## config.mk

```make
export PLATFORM = sky130hd
export DESIGN_NAME = tone_guard_ctrl
export DESIGN_NICKNAME = d
export VERILOG_FILES = /design/src/rtl/tg_pkg.sv /design/src/rtl/tg_run_timer.sv /design/src/rtl/tg_irq_flag.sv /design/src/rtl/tone_guard_ctrl.sv
export SDC_FILE = /design/constraint.sdc
export NUM_CORES = 1
export LEC_CHECK = 0
export ABC_AREA = 1
export BUFFER_PORTS_ARGS = -buffer_cell sky130_fd_sc_hd__buf_4
export CAP_MARGIN = 20
export CORE_MARGIN = 3
export CORE_UTILIZATION = 61
export DETAILED_ROUTE_END_ITERATION = 6
export PLACE_DENSITY = 0.88
export SLEW_MARGIN = 15
export SYNTH_ARGS = -nofsm -noshare
export SYNTH_HDL_FRONTEND = slang
export SYNTH_SLANG_ARGS = --single-unit
```

## constraint.sdc

```tcl
create_clock -name clk -period 2 [get_ports clk]
set_input_delay 0.4 -clock clk [delete_from_list [all_inputs] [get_ports clk]]
set_output_delay 0.4 -clock clk [all_outputs]
set_load 0.1 [all_outputs]
```

## src/rtl/tg_pkg.sv

```systemverilog
// Shared types and helpers for the disable tone controller.
// Assumes the sample strobe runs at SAMPLE_HZ.
package tg_pkg;

    // Which acceptance rules may trigger detection
    typedef enum logic [1:0] {
        ACC_NONE  = 2'b00,
        ACC_REV   = 2'b01,
        ACC_PLAIN = 2'b10,
        ACC_ANY   = 2'b11
    } acc_mode_e;

    localparam int unsigned SAMPLE_HZ = 8000;

    // Converts a duration in milliseconds to a count of strobes
    function automatic int unsigned ms_to_samples(input int unsigned ms);
        return (ms * SAMPLE_HZ) / 1000;
    endfunction

endpackage

```

## src/rtl/tg_run_timer.sv

```systemverilog
// Counts consecutive qualifying strobes and reports when a run of
// LIMIT strobes completes. With NEED_MARK set, the run must also
// contain at least one strobe with `mark` high. A strobe with `qual`
// low, or any strobe while `hold` is high, clears the run.
// Assumes LIMIT >= 1. The count saturates at LIMIT, so `hit` repeats
// on each further qualifying strobe until something consumes it.
module tg_run_timer #(
    parameter int unsigned LIMIT     = 3200,
    parameter bit          NEED_MARK = 1'b0
) (
    input  logic clk,
    input  logic rst_n,
    input  logic stb,
    input  logic hold,
    input  logic qual,
    input  logic mark,
    output logic hit
);
    localparam int unsigned CW  = $clog2(LIMIT + 1);
    localparam logic [CW-1:0] LIM = CW'(LIMIT);

    logic [CW-1:0] cnt_q;
    logic          seen_q;
    logic          run_full;
    logic          mark_ok;

    // This strobe completes the run when the count so far is LIMIT-1 or more
    assign run_full = ({1'b0, cnt_q} + (CW+1)'(1)) >= (CW+1)'(LIMIT);
    // Reversal memory counts only in the variant that needs it
    assign mark_ok  = NEED_MARK ? (seen_q | mark) : 1'b1;
    assign hit      = stb & ~hold & qual & run_full & mark_ok;

    // Advance or clear the run on each strobe
    always_ff @(posedge clk) begin
        if (!rst_n) begin
            cnt_q  <= '0;
            seen_q <= 1'b0;
        end else if (stb) begin
            if (hold || !qual) begin
                cnt_q  <= '0;
                seen_q <= 1'b0;
            end else begin
                if (cnt_q != LIM) cnt_q <= cnt_q + CW'(1);
                seen_q <= seen_q | mark;
            end
        end
    end

    p_cnt_bound_r2: assert property (@(posedge clk) disable iff (!rst_n)
        cnt_q <= LIM);
    p_gap_hold_r9: assert property (@(posedge clk) disable iff (!rst_n)
        !stb |=> ($stable(cnt_q) && $stable(seen_q)));
    p_drop_clears_r3: assert property (@(posedge clk) disable iff (!rst_n)
        (stb && !qual) |=> (cnt_q == '0 && !seen_q));

endmodule

```

## src/rtl/tg_irq_flag.sv

```systemverilog
// Pending-interrupt flag. It is set by a status change event and
// cleared by a clear pulse. When both arrive in the same cycle, the
// event wins. The request output is active low.
module tg_irq_flag (
    input  logic clk,
    input  logic rst_n,
    input  logic evt,
    input  logic clr,
    output logic irq_n
);
    logic pend_q;

    // Hold the pending flag: a new event takes priority over a clear
    always_ff @(posedge clk) begin
        if (!rst_n)   pend_q <= 1'b0;
        else if (evt) pend_q <= 1'b1;
        else if (clr) pend_q <= 1'b0;
    end

    assign irq_n = ~pend_q;

    p_evt_wins_r8: assert property (@(posedge clk) disable iff (!rst_n)
        evt |=> !irq_n);
    p_clr_release_r7: assert property (@(posedge clk) disable iff (!rst_n)
        (clr && !evt) |=> irq_n);
    p_low_holds_r7: assert property (@(posedge clk) disable iff (!rst_n)
        (!irq_n && !clr) |=> !irq_n);

endmodule

```

## src/rtl/tone_guard_ctrl.sv

```systemverilog
// Disable tone detector controller for one voice path.
// It combines the reversal rule, the plain rule and the quiet-release
// timer into a latched status bit, and raises an active-low interrupt
// on every change of that bit.
// Assumes the upstream flags are valid on cycles where smp_stb is high.
module tone_guard_ctrl #(
    parameter int unsigned PLAIN_RUN = tg_pkg::ms_to_samples(400),
    parameter int unsigned REV_RUN   = tg_pkg::ms_to_samples(1000),
    parameter int unsigned QUIET_RUN = tg_pkg::ms_to_samples(400)
) (
    input  logic       clk,
    input  logic       rst_n,
    input  logic       smp_stb,
    input  logic       tone_narrow,
    input  logic       tone_wide,
    input  logic       rev_evt,
    input  logic       quiet_rx,
    input  logic       quiet_tx,
    input  logic [1:0] accept_mode,
    input  logic       irq_clr,
    output logic       tone_found,
    output logic       irq_n
);
    import tg_pkg::*;

    acc_mode_e mode_e;
    logic      status_q, status_d;
    logic      rev_hit, plain_hit, rel_hit;
    logic      trig;
    logic      both_quiet;

    assign mode_e     = acc_mode_e'(accept_mode);
    assign both_quiet = quiet_rx & quiet_tx;

    tg_run_timer #(.LIMIT(REV_RUN), .NEED_MARK(1'b1)) i_rev_run (
        .clk(clk), .rst_n(rst_n), .stb(smp_stb), .hold(status_q),
        .qual(tone_narrow), .mark(rev_evt), .hit(rev_hit));

    tg_run_timer #(.LIMIT(PLAIN_RUN), .NEED_MARK(1'b0)) i_plain_run (
        .clk(clk), .rst_n(rst_n), .stb(smp_stb), .hold(status_q),
        .qual(tone_wide), .mark(1'b0), .hit(plain_hit));

    tg_run_timer #(.LIMIT(QUIET_RUN), .NEED_MARK(1'b0)) i_quiet_run (
        .clk(clk), .rst_n(rst_n), .stb(smp_stb), .hold(~status_q),
        .qual(both_quiet), .mark(1'b0), .hit(rel_hit));

    // Gate each rule's completion by the selected mode
    always_comb begin
        trig = 1'b0;
        unique case (mode_e)
            ACC_NONE:  trig = 1'b0;
            ACC_REV:   trig = rev_hit;
            ACC_PLAIN: trig = plain_hit;
            ACC_ANY:   trig = rev_hit | plain_hit;
        endcase
    end

    // Next status: latch on a trigger, drop only on a quiet release
    always_comb begin
        status_d = status_q;
        if (!status_q && trig)        status_d = 1'b1;
        else if (status_q && rel_hit) status_d = 1'b0;
    end

    // Status register
    always_ff @(posedge clk) begin
        if (!rst_n) status_q <= 1'b0;
        else        status_q <= status_d;
    end

    tg_irq_flag i_irq (
        .clk(clk), .rst_n(rst_n), .evt(status_d != status_q),
        .clr(irq_clr), .irq_n(irq_n));

    assign tone_found = status_q;

    p_latch_r5: assert property (@(posedge clk) disable iff (!rst_n)
        (status_q && !(smp_stb && both_quiet)) |=> status_q);
    p_mode_off_r4: assert property (@(posedge clk) disable iff (!rst_n)
        (!status_q && mode_e == ACC_NONE) |=> !status_q);
    p_strobe_only_r9: assert property (@(posedge clk) disable iff (!rst_n)
        !smp_stb |=> $stable(status_q));
    p_irq_on_change_r7: assert property (@(posedge clk) disable iff (!rst_n)
        (status_q != $past(status_q)) |-> !irq_n);

endmodule

```

# Yosys cells after proc, flatten, opt, wreduce, memory -nomap -nowiden
# Cells that the tools add are included.
[totals]
ff_bits = 40
inputBits = 11
out_inout_bits = 2
word_cells = 65
[classes]
addsub = 6
order_cmp = 3
n_eq_ne = 7
n_mux = 12
bitwise_logic = 14
reduce_logical = 17
[ops]
columns = ["cell", "count"]
rows = [
  ["$mux W12", 4],
  ["$add A12 B1 Y13 const B", 2],
  ["$ge A13 B12 Y1 const B", 2],
  ["$mux W13", 2],
  ["$add A12 B1 Y12 const B", 2],
  ["$ne A12 B12 Y1 const B", 2],
  ["$add A13 B1 Y14 const B", 1],
  ["$ge A14 B13 Y1 const B", 1],
  ["$add A13 B1 Y13 const B", 1],
  ["$ne A13 B13 Y1 const B", 1],
  ["$and A1 B1 Y1", 10],
  ["$reduce_bool A2 Y1", 4],
  ["$reduce_and A2 Y1", 3],
  ["$mux W1", 5],
  ["$eq A2 B2 Y1 const B", 2],
  ["$logic_not A1 Y1", 4],
  ["$pmux W1 S4", 1],
  ["$logic_or A1 B1 Y1", 3],
  ["$eq A2 B1 Y1 const B", 1],
  ["$logic_and A1 B1 Y1", 2],
  ["$logic_not A2 Y1", 1],
  ["$not A1 Y1", 2],
  ["$or A1 B1 Y1", 2],
  ["$ne A1 B1 Y1", 1],
]

# Depth between registers and ports, before layout
# Gate-level depths: netlist of the first run.
[logic_depth]
depth_word = 11
ltp_mapped = 15
depth_no_buf = 15

# Modules after synthesis
# Synthesis of the first run repeated with hierarchy kept, for this count alone.
[unflattened]
hier_cells = 444
area_unflattened_um2 = 2741.4
[modules_own_cells]
columns = ["mod", "instances", "cells_each", "area_per_inst_um2", "seq_area_each_um2"]
rows = [
  ["tg_run_timer (i_plain_run ...)", 2, 134, 818.3, 240.2],
  ["tg_run_timer (i_rev_run)", 1, 154, 979.7, 280.3],
  ["tone_guard_ctrl", 1, 15, 77.6, 20.0],
  ["tg_irq_flag", 1, 7, 47.5, 20.0],
]

# Least setup slack after synthesis of the first run
# No wires, ideal clock.
[synth_timing]
path_kind = "register -> register"
start = "register status_q, in the netlist tone_found"
end = "register i_quiet_run.cnt_q[11]"
setup_ps = 72
arrival_ps = 1992
required_ps = 1928
setup_slack_ps = -63
stages_incl_launch_ff = 7
path_buffers = 0
period_less_slack_ps = 2063
path_cell_list = "dfxtp_1 > nand3_2 > nor2_4 > inv_1 > a31oi_1 > nand3_1 > a21oi_1"
[synth_between]
elab_chain_len = 4
elab_cells_between_ends = 5
classes_between = "mux: 1; bitwise: 1; reduce/logical: 3"
[synth_lines]
columns = ["element", "line_no", "source"]
rows = [
  ["from (decl)", "tone_guard_ctrl.sv:27", "logic status_q, status_d;"],
  ["from (signal assigned)", "tone_guard_ctrl.sv:68", "else status_q <= status_d;"],
  ["$not A1 Y1 *", "tone_guard_ctrl.sv:44", ".clk(clk), .rst_n(rst_n), .stb(smp_stb), .hold(~status_q),"],
  ["$logic_or A1 B1 Y1 *", "tg_run_timer.sv:39", "if (hold || !qual) begin"],
  ["$reduce_bool A2 Y1 (no line)", "--", ""],
  ["$reduce_and A2 Y1 (no line)", "--", ""],
  ["to (signal assigned)", "tg_run_timer.sv:43", "if (cnt_q != LIM) cnt_q <= cnt_q + CW'(1);"],
  ["to (decl)", "tg_run_timer.sv:22", "logic [CW-1:0] cnt_q;"],
]
# Every way passes the cells marked *; elsewhere a longest branch is shown, timed or not.
# A chain may end at the register's enable or synchronous reset.

# Final worst setup path of the first run
[layout_timing]
start = "register i_quiet_run.cnt_q[0]"
end = "register i_quiet_run.cnt_q[5]"
[layout_between]
elab_chain_len = 3
elab_cells_between_ends = 6
classes_between = "add/sub: 1; eq/ne: 1; mux: 2; reduce/logical: 2"
[layout_lines]
columns = ["element", "line_no"]
rows = [
  ["$add A12 B1 Y12 / $ne A12 B12 Y1 (equally long branches)", "tg_run_timer.sv:43"],
  ["$mux W12 / $reduce_bool A2 Y1 (equally long branches)", "--"],
  ["$mux W12 / $reduce_and A2 Y1 (equally long branches)", "--"],
]
# Parallel ways exist; a longest one is shown, timed or not. The select of a mux whose other input is x is not followed.

==> results.py, run 1 <==
metrics = {
    "clock_network": {
        "cts_num_sinks": 40,
        "cts_tree": "yes",
        "htreeDepth": 2,
        "cts_resized": 0,
        "cts_setup_buffers": 0,
        "cts_buffer_depth": 2,
        "postCtsHoldBufs": 0,
        "numCtsBuffers": 5,
        "cts-root-buf": "clkbuf_8",
        "clock_latency_ns": 0.29,
        "clk_pin_slew_ns": 0.08,
    },
    "placed_design": {
        "pre_cts_slack_ns": 0.154,
        "port_buffers": 12,
        "dp_hpwl_um": 4290,
        "gp_congestion": 0.952,
    },
    "final_layout": {
        "drive_above_1_share_pct": 13.1,
        "antenna-diode-count": 0,
        "nets": 437,
        "utilization_pct": 73.1,
        "num-fill-cells": 339,
        "area_growth_syn_to_layout_pct": 10.4,
    },
    "pwr": {
        "p_int_mw": 1.12,
        "pwr_density_cell_nw_per_um2": 528,
        "combPwrFrac_pct": 6.9,
        "worst_ir_drop_vdd_v": 0.000349,
        "power_frac_seq_pct": 55.1,
        "switching_share_pct": 24.1,
        "leakage_nw": 1.02,
        "clkPwrFrac_pct": 38.0,
        "p_sw_mw": 0.355,
    },
    "sta": {
        "worst_slack_ns": 0.186,
        "rsz0062_at_grt": "false",
        "finalCritPeriodShare_pct": 90.7,
        "finalSetupTns_ns": 0,
        "drv_slew": 0,
        "slew_headroom_pct": 75.9,
        "period_needed_ns": 1.81,
        "fmax_mhz": 551,
        "worst_pin_slew_ns": 0.361,
        "fin_skew_ns": 0.0101,
        "final-setup-viol-count": 0,
        "hold_violations": 0,
    },
    "status": {
        "status": "finished, final reports clean",
    },
    "detailed_routing": {
        "routed-via-count": 2598,
        "wl_per_cell_um": 12.6,
        "drt_iter0_drc": 217,
        "drc": 0,
        "dr.pass1.iters": 5,
        "drtAntennaViolNets": 0,
        "postRouteWirelength_um": 5930,
        "viasPerCell": 5.54,
    },
    "grt": {
        "grt_pass1_vias": 2354,
        "grt_pass1_wl_um": 10100,
        "grt_max_degree": 19,
        "grt-ovfl-total": 0,
        "antenna_found_initial": 0,
        "grt_use_total_pct": 24.9,
    },
    "synthesis": {
        "ys_types": 33,
        "syn-num-nets": 417,
        "yosys_warnings": 0,
        "synth_largest_area_cell": "dfxtp_1",
        "synth_edf_count": 0,
        "postSynthAreaPerCell_um2": 6.34,
        "synthFlopType": "dfxtp_1",
        "synth_top_area_share_pct": 31.6,
        "synthesis.area_um2": 2530,
        "ys_top_cells_by_area": "dfxtp_1, nand2_1, nor2_1",
        "async_flop_share_pct": 0,
        "ys_ff_latch": 40,
        "yosysSeqAreaShare_pct": 31.6,
        "syn-instance-count": 400,
    },
    "die": {
        "core-area_um2": 3830,
        "die_h_um": 70.5,
        "start_util_pct": 66.3,
        "io_pins": 13,
        "die_w_um": 70.5,
        "dieArea_um2": 4970,
        "num_rows": 22,
    },
    "setup_path": {
        "worstPathRequired_ns": 2.19,
        "crit_path_end_kind": "register",
        "start_kind": "register",
        "critPathKind": "register to register",
        "path_max_fanout": 8,
        "worstPathArrival_ns": 2.00,
    },
    "run": {
        "drv_cap": 0,
    },
    "hold_path": {
        "hold_path.class": "primary input to register",
    },
}
## Yosys cell counts (2+ instances only)
library cell,n
nand2_1,138
nor2_1,45
dfxtp_1,40
inv_1,35
a21oi_1,33
nand3_1,22
nand4_1,9
nor2_2,8
nand3b_1,7
o21ai_0,7
ha_1,6
xor2_1,6
nand2_2,5
nor2_4,4
nor3_1,4
nor4_1,4
inv_2,3
nor3b_1,3
a211oi_1,2
buf_4,2
buf_6,2
clkbuf_1,2
nand3_2,2
o21bai_2,2
## cell usage in the layout, fill, tap and decap left out, types with 2 or more instances in the layout
cell type    n
buf_4       20
nand3_2      2
xor2_1       6
clkbuf_8     6
dfxtp_1     39
nor4_1       4
a21oi_1     33
nand3b_1     7
nor2_4       4
nand4_1      9
nor3b_1      3
nor3_1       4
nand2_2      4
o21ai_0      7
nor2_2       9
ha_1         6
inv_2        3
inv_1       35
o21bai_2     2
nand2_1    138
a211oi_1     2
nor2_1      44
nand3_1     22
## sequential cells by signal, indices dropped and copies added (netlist names)
name and count:
i_plain_run.cnt_q 12, i_rev_run.seen_q 1, tone_found 1, i_irq.pend_q 1, i_quiet_run.cnt_q 12, i_rev_run.cnt_q 13
## final timing paths
check                                           from              endpoint  slack, ns  depth (start not counted)
worst min-delay path                           rst_n            tone_found       0.40                          3
worst max register to register  i_quiet_run.cnt_q[0]  i_quiet_run.cnt_q[5]       0.19                          9
worst min register to register    i_rev_run.cnt_q[0]    i_rev_run.cnt_q[0]       0.48                          2
worst max-delay path            i_quiet_run.cnt_q[0]  i_quiet_run.cnt_q[5]       0.19                          9
## cell type report
cell class	count	area (um2)	share of cell area, %
repair buffers	20	150	5.37
clock buffers	7	86.3	3.09
clock inverters	1	7.51	0.268
multi-input cells	314	1550	55.2
flip-flops and latches	40	802	28.7
inverters	39	146	5.23
well taps	48	60.1	2.15
## cell families after synthesis
| logic type | count (synthesis) | synth area share, % |
|---|---|---|
| AO/OA/AOI/OAI | 50 | 11.1 |
| XOR/XNOR | 7 | 2.42 |
| adder cells (fa/ha/maj) | 6 | 2.96 |
| buffers and inverters | 46 | 7.75 |
| flip-flops | 40 | 31.6 |
| AND/OR/NAND/NOR | 251 | 44.2 |
## worst max-delay path, cell delays in order, from the launching register on
cell and delay, ns:
dfxtp_1 0.35, inv_1 0.12, ha_1 0.17, nor3b_1 0.26
nand4_1 0.13, nand2_1 0.25, buf_4 0.21, nor3_1 0.05
a21oi_1 0.11, nor2_1 0.05
## power by group through the flow
stage | logic, mW | clock network, mW | registers [mW]
floorplan | 0.0623 | 0 | 0.830
global placement | 0.0955 | 0 | 0.831
detailed placement | 0.0983 | 0 | 0.832
CTS | 0.0992 | 0.572 | 0.813
global route | 0.111 | 0.602 | 0.814
finish | 0.102 | 0.561 | 0.813
## through the flow
stage	cell area [um2]	hold WS, ns	power (mW)	cells
floorplan	2540	0.443	0.892	400
detailed placement	2700	0.473	0.930	461
CTS	2790	0.391	1.48	469
global route	2800	0.401	1.53	469
finish	2800	0.396	1.48	469
global placement	2700	0.457	0.927	461
## per-layer routing
metal	vias up	track usage, %	wire length [um]
met5	-	0	0
met4	0	8.72	93
met3	10	4.17	296
met2	74	43.0	2910
met1	1185	30.9	2630
li1	1329	-	-
Power figures use the tool's default switching activity.
==> run 2: changes to the inputs <==
--- a/config.mk
+++ b/config.mk
@@ -12,6 +12,7 @@
 export CORE_UTILIZATION = 61
 export DETAILED_ROUTE_END_ITERATION = 6
 export PLACE_DENSITY = 0.88
+export REMOVE_ABC_BUFFERS = 1
 export SLEW_MARGIN = 15
 export SYNTH_ARGS = -nofsm -noshare
 export SYNTH_HDL_FRONTEND = slang
==> run 2 against run 1 <==
Effect of this change: die area did not move; worst hold slack improved by 0.0058 ns; setup slack improved by 0.087 ns; register-to-register slack improved by 0.09 ns; clock-buffer cell count fell by 1; via count rose by 0.62%; largest power group unchanged; combinational power barely moved; clock skew fell by 0.0031 ns; non-clock buffer count fell by 2.
==> results.py, run 2 (same netlist as run 1, synthesis figures left out) <==
metrics = {
    "status": {
        "status": "finished, final reports clean",
    },
    "die": {
        "core-area_um2": 3830,
        "io_pins": 13,
        "start_util_pct": 66.3,
        "dieArea_um2": 4970,
        "num_rows": 22,
        "die_w_um": 70.5,
        "die_h_um": 70.5,
    },
    "final_layout": {
        "fin_cells": 467,
        "mostFrequentLayoutCells": "nand2_1, nor2_1, dfxtp_1, inv_1, a21oi_1",
        "largest_reg_flops": 13,
        "antenna-diode-count": 0,
        "layout_commonest_cell": "nand2_1",
        "largest-register": "i_rev_run.cnt_q",
        "nets": 435,
        "num-fill-cells": 317,
        "drive_above_1_share_pct": 13.1,
        "top_regs": "i_rev_run.cnt_q: 13 flops, i_plain_run.cnt_q: 12 flops, i_quiet_run.cnt_q: 12 flops",
        "area_growth_syn_to_layout_pct": 9.67,
        "utilization_pct": 72.7,
    },
    "hold_path": {
        "hold_path.class": "primary input to register",
    },
    "grt": {
        "grt_pass1_wl_um": 9930,
        "antenna_found_initial": 0,
        "grt_use_total_pct": 24.4,
        "grt_max_degree": 19,
        "grt_pass1_vias": 2221,
        "grt-ovfl-total": 0,
    },
    "pwr": {
        "p_int_mw": 1.12,
        "worst_ir_drop_vdd_v": 0.000442,
        "clkPwrFrac_pct": 38.3,
        "power_frac_seq_pct": 55.0,
        "p_sw_mw": 0.365,
        "p_total_mw": 1.48,
        "leakage_nw": 1.02,
        "pwr_density_cell_nw_per_um2": 533,
        "combPwrFrac_pct": 6.8,
        "switching_share_pct": 24.7,
    },
    "sta": {
        "slew_headroom_pct": 74.7,
        "period_needed_ns": 1.73,
        "drv_slew": 0,
        "fin_skew_ns": 0.00703,
        "hold_violations": 0,
        "finalSetupTns_ns": 0,
        "worst_pin_slew_ns": 0.379,
        "whs_ns": 0.401,
        "finalCritPeriodShare_pct": 86.3,
        "fmax_mhz": 579,
        "final-setup-viol-count": 0,
        "rsz0062_at_grt": "false",
    },
    "detailed_routing": {
        "viasPerCell": 5.60,
        "wl_met3_um": 331,
        "postRouteWirelength_um": 5880,
        "dr.pass1.iters": 6,
        "drt_iter0_drc": 225,
        "wl_per_cell_um": 12.6,
        "dr_wl_met2_um": 2650,
        "drc": 0,
        "routed-via-count": 2614,
        "wl_met1_um": 2760,
        "top_layer": "met4",
        "drtAntennaViolNets": 0,
    },
    "clock_network": {
        "postCtsHoldBufs": 0,
        "cts_resized": 0,
        "clock_latency_ns": 0.30,
        "cts_setup_buffers": 0,
        "cts_tree": "yes",
        "numCtsBuffers": 5,
        "clk_pin_slew_ns": 0.08,
        "cts-root-buf": "clkbuf_8",
        "htreeDepth": 2,
        "cts_buffer_depth": 2,
        "cts_num_sinks": 40,
    },
    "placed_design": {
        "placedCellCount": 459,
        "gp_congestion": 0.893,
        "dp_hpwl_um": 4310,
        "port_buffers": 12,
    },
    "run": {
        "drv_cap": 0,
    },
    "setup_path": {
        "cp_slowest_stage_delay_ns": 0.36,
        "crit_chain": "inv_1 -> ha_1 -> nand2_1 -> nor3_1 -> nand4_1 -> nand2_2 -> nor2_2 -> nand3_1 -> a21oi_1",
        "worstPathRequired_ns": 2.23,
        "path_max_fanout": 16,
        "crit_path_end_kind": "register",
        "cpMaxStageDelayCell": "dfxtp_1",
        "worstPathArrival_ns": 1.96,
        "critPathKind": "register to register",
        "start_kind": "register",
    },
}
==> run 2: cell count changes in the layout (fill, tap and decap cells not counted), sizes merged <==
cell      before  now
buf           20   18
clkbuf         7    6
clkinv         1    3
clkinvlp       1    0
==> run 2: power by group through the flow <==
stage	Combinational (mW)	Clock (mW)	Sequential (mW)
global placement	0.0956	0	0.832
global route	0.113	0.602	0.815
finish	0.100	0.566	0.814
detailed placement	0.0968	0	0.832
floorplan	0.0535	0	0.830
CTS	0.0981	0.573	0.814
==> run 2: cell type report <==
class	instances	area, um2	area share, %
multi-input combinational	314	1550	55.6
sequential	40	801	28.8
inverter	39	146	5.27
timing repair buffer	18	135	4.86
clock buffer	6	82.6	2.97
tap	48	60.1	2.16
clock inverter	2	10.0	0.360
==> run 2: metrics by stage <==
stage | cell area [um2] | worst slack, ns
6_report | 2780 | 0.273
5_1_grt | 2780 | 0.0260
4_1_cts | 2770 | 0.123
3_5_place_dp | 2680 | 0.156
3_3_place_gp | 2680 | 0.207
2_1_floorplan | 2480 | -0.125
==> run 2: final timing paths <==
kind | slack [ns] | from | cells after the start | to
max reg2reg | 0.27 | i_rev_run.cnt_q[0] | 9 | i_rev_run.cnt_q[6]
min reg2reg | 0.47 | i_rev_run.seen_q | 2 | i_rev_run.seen_q
max | 0.27 | i_rev_run.cnt_q[0] | 9 | i_rev_run.cnt_q[6]
min | 0.40 | rst_n | 3 | tone_found
==> run 2: worst max-delay path: cells and delay by family, from the launching register on <==
kind,cells,cell delay [ns]
compound gates,1,0.15
flops,1,0.36
fa+ha+maj,1,0.20
simple gates,6,0.85
buf+inv,1,0.10
==> run 2: layer usage <==
layer  global-route usage [%]  vias up
met2                     38.8       83
met4                     10.0        0
met3                     4.75       15
li1                         -     1330
met5                        0        -
met1                     32.2     1186
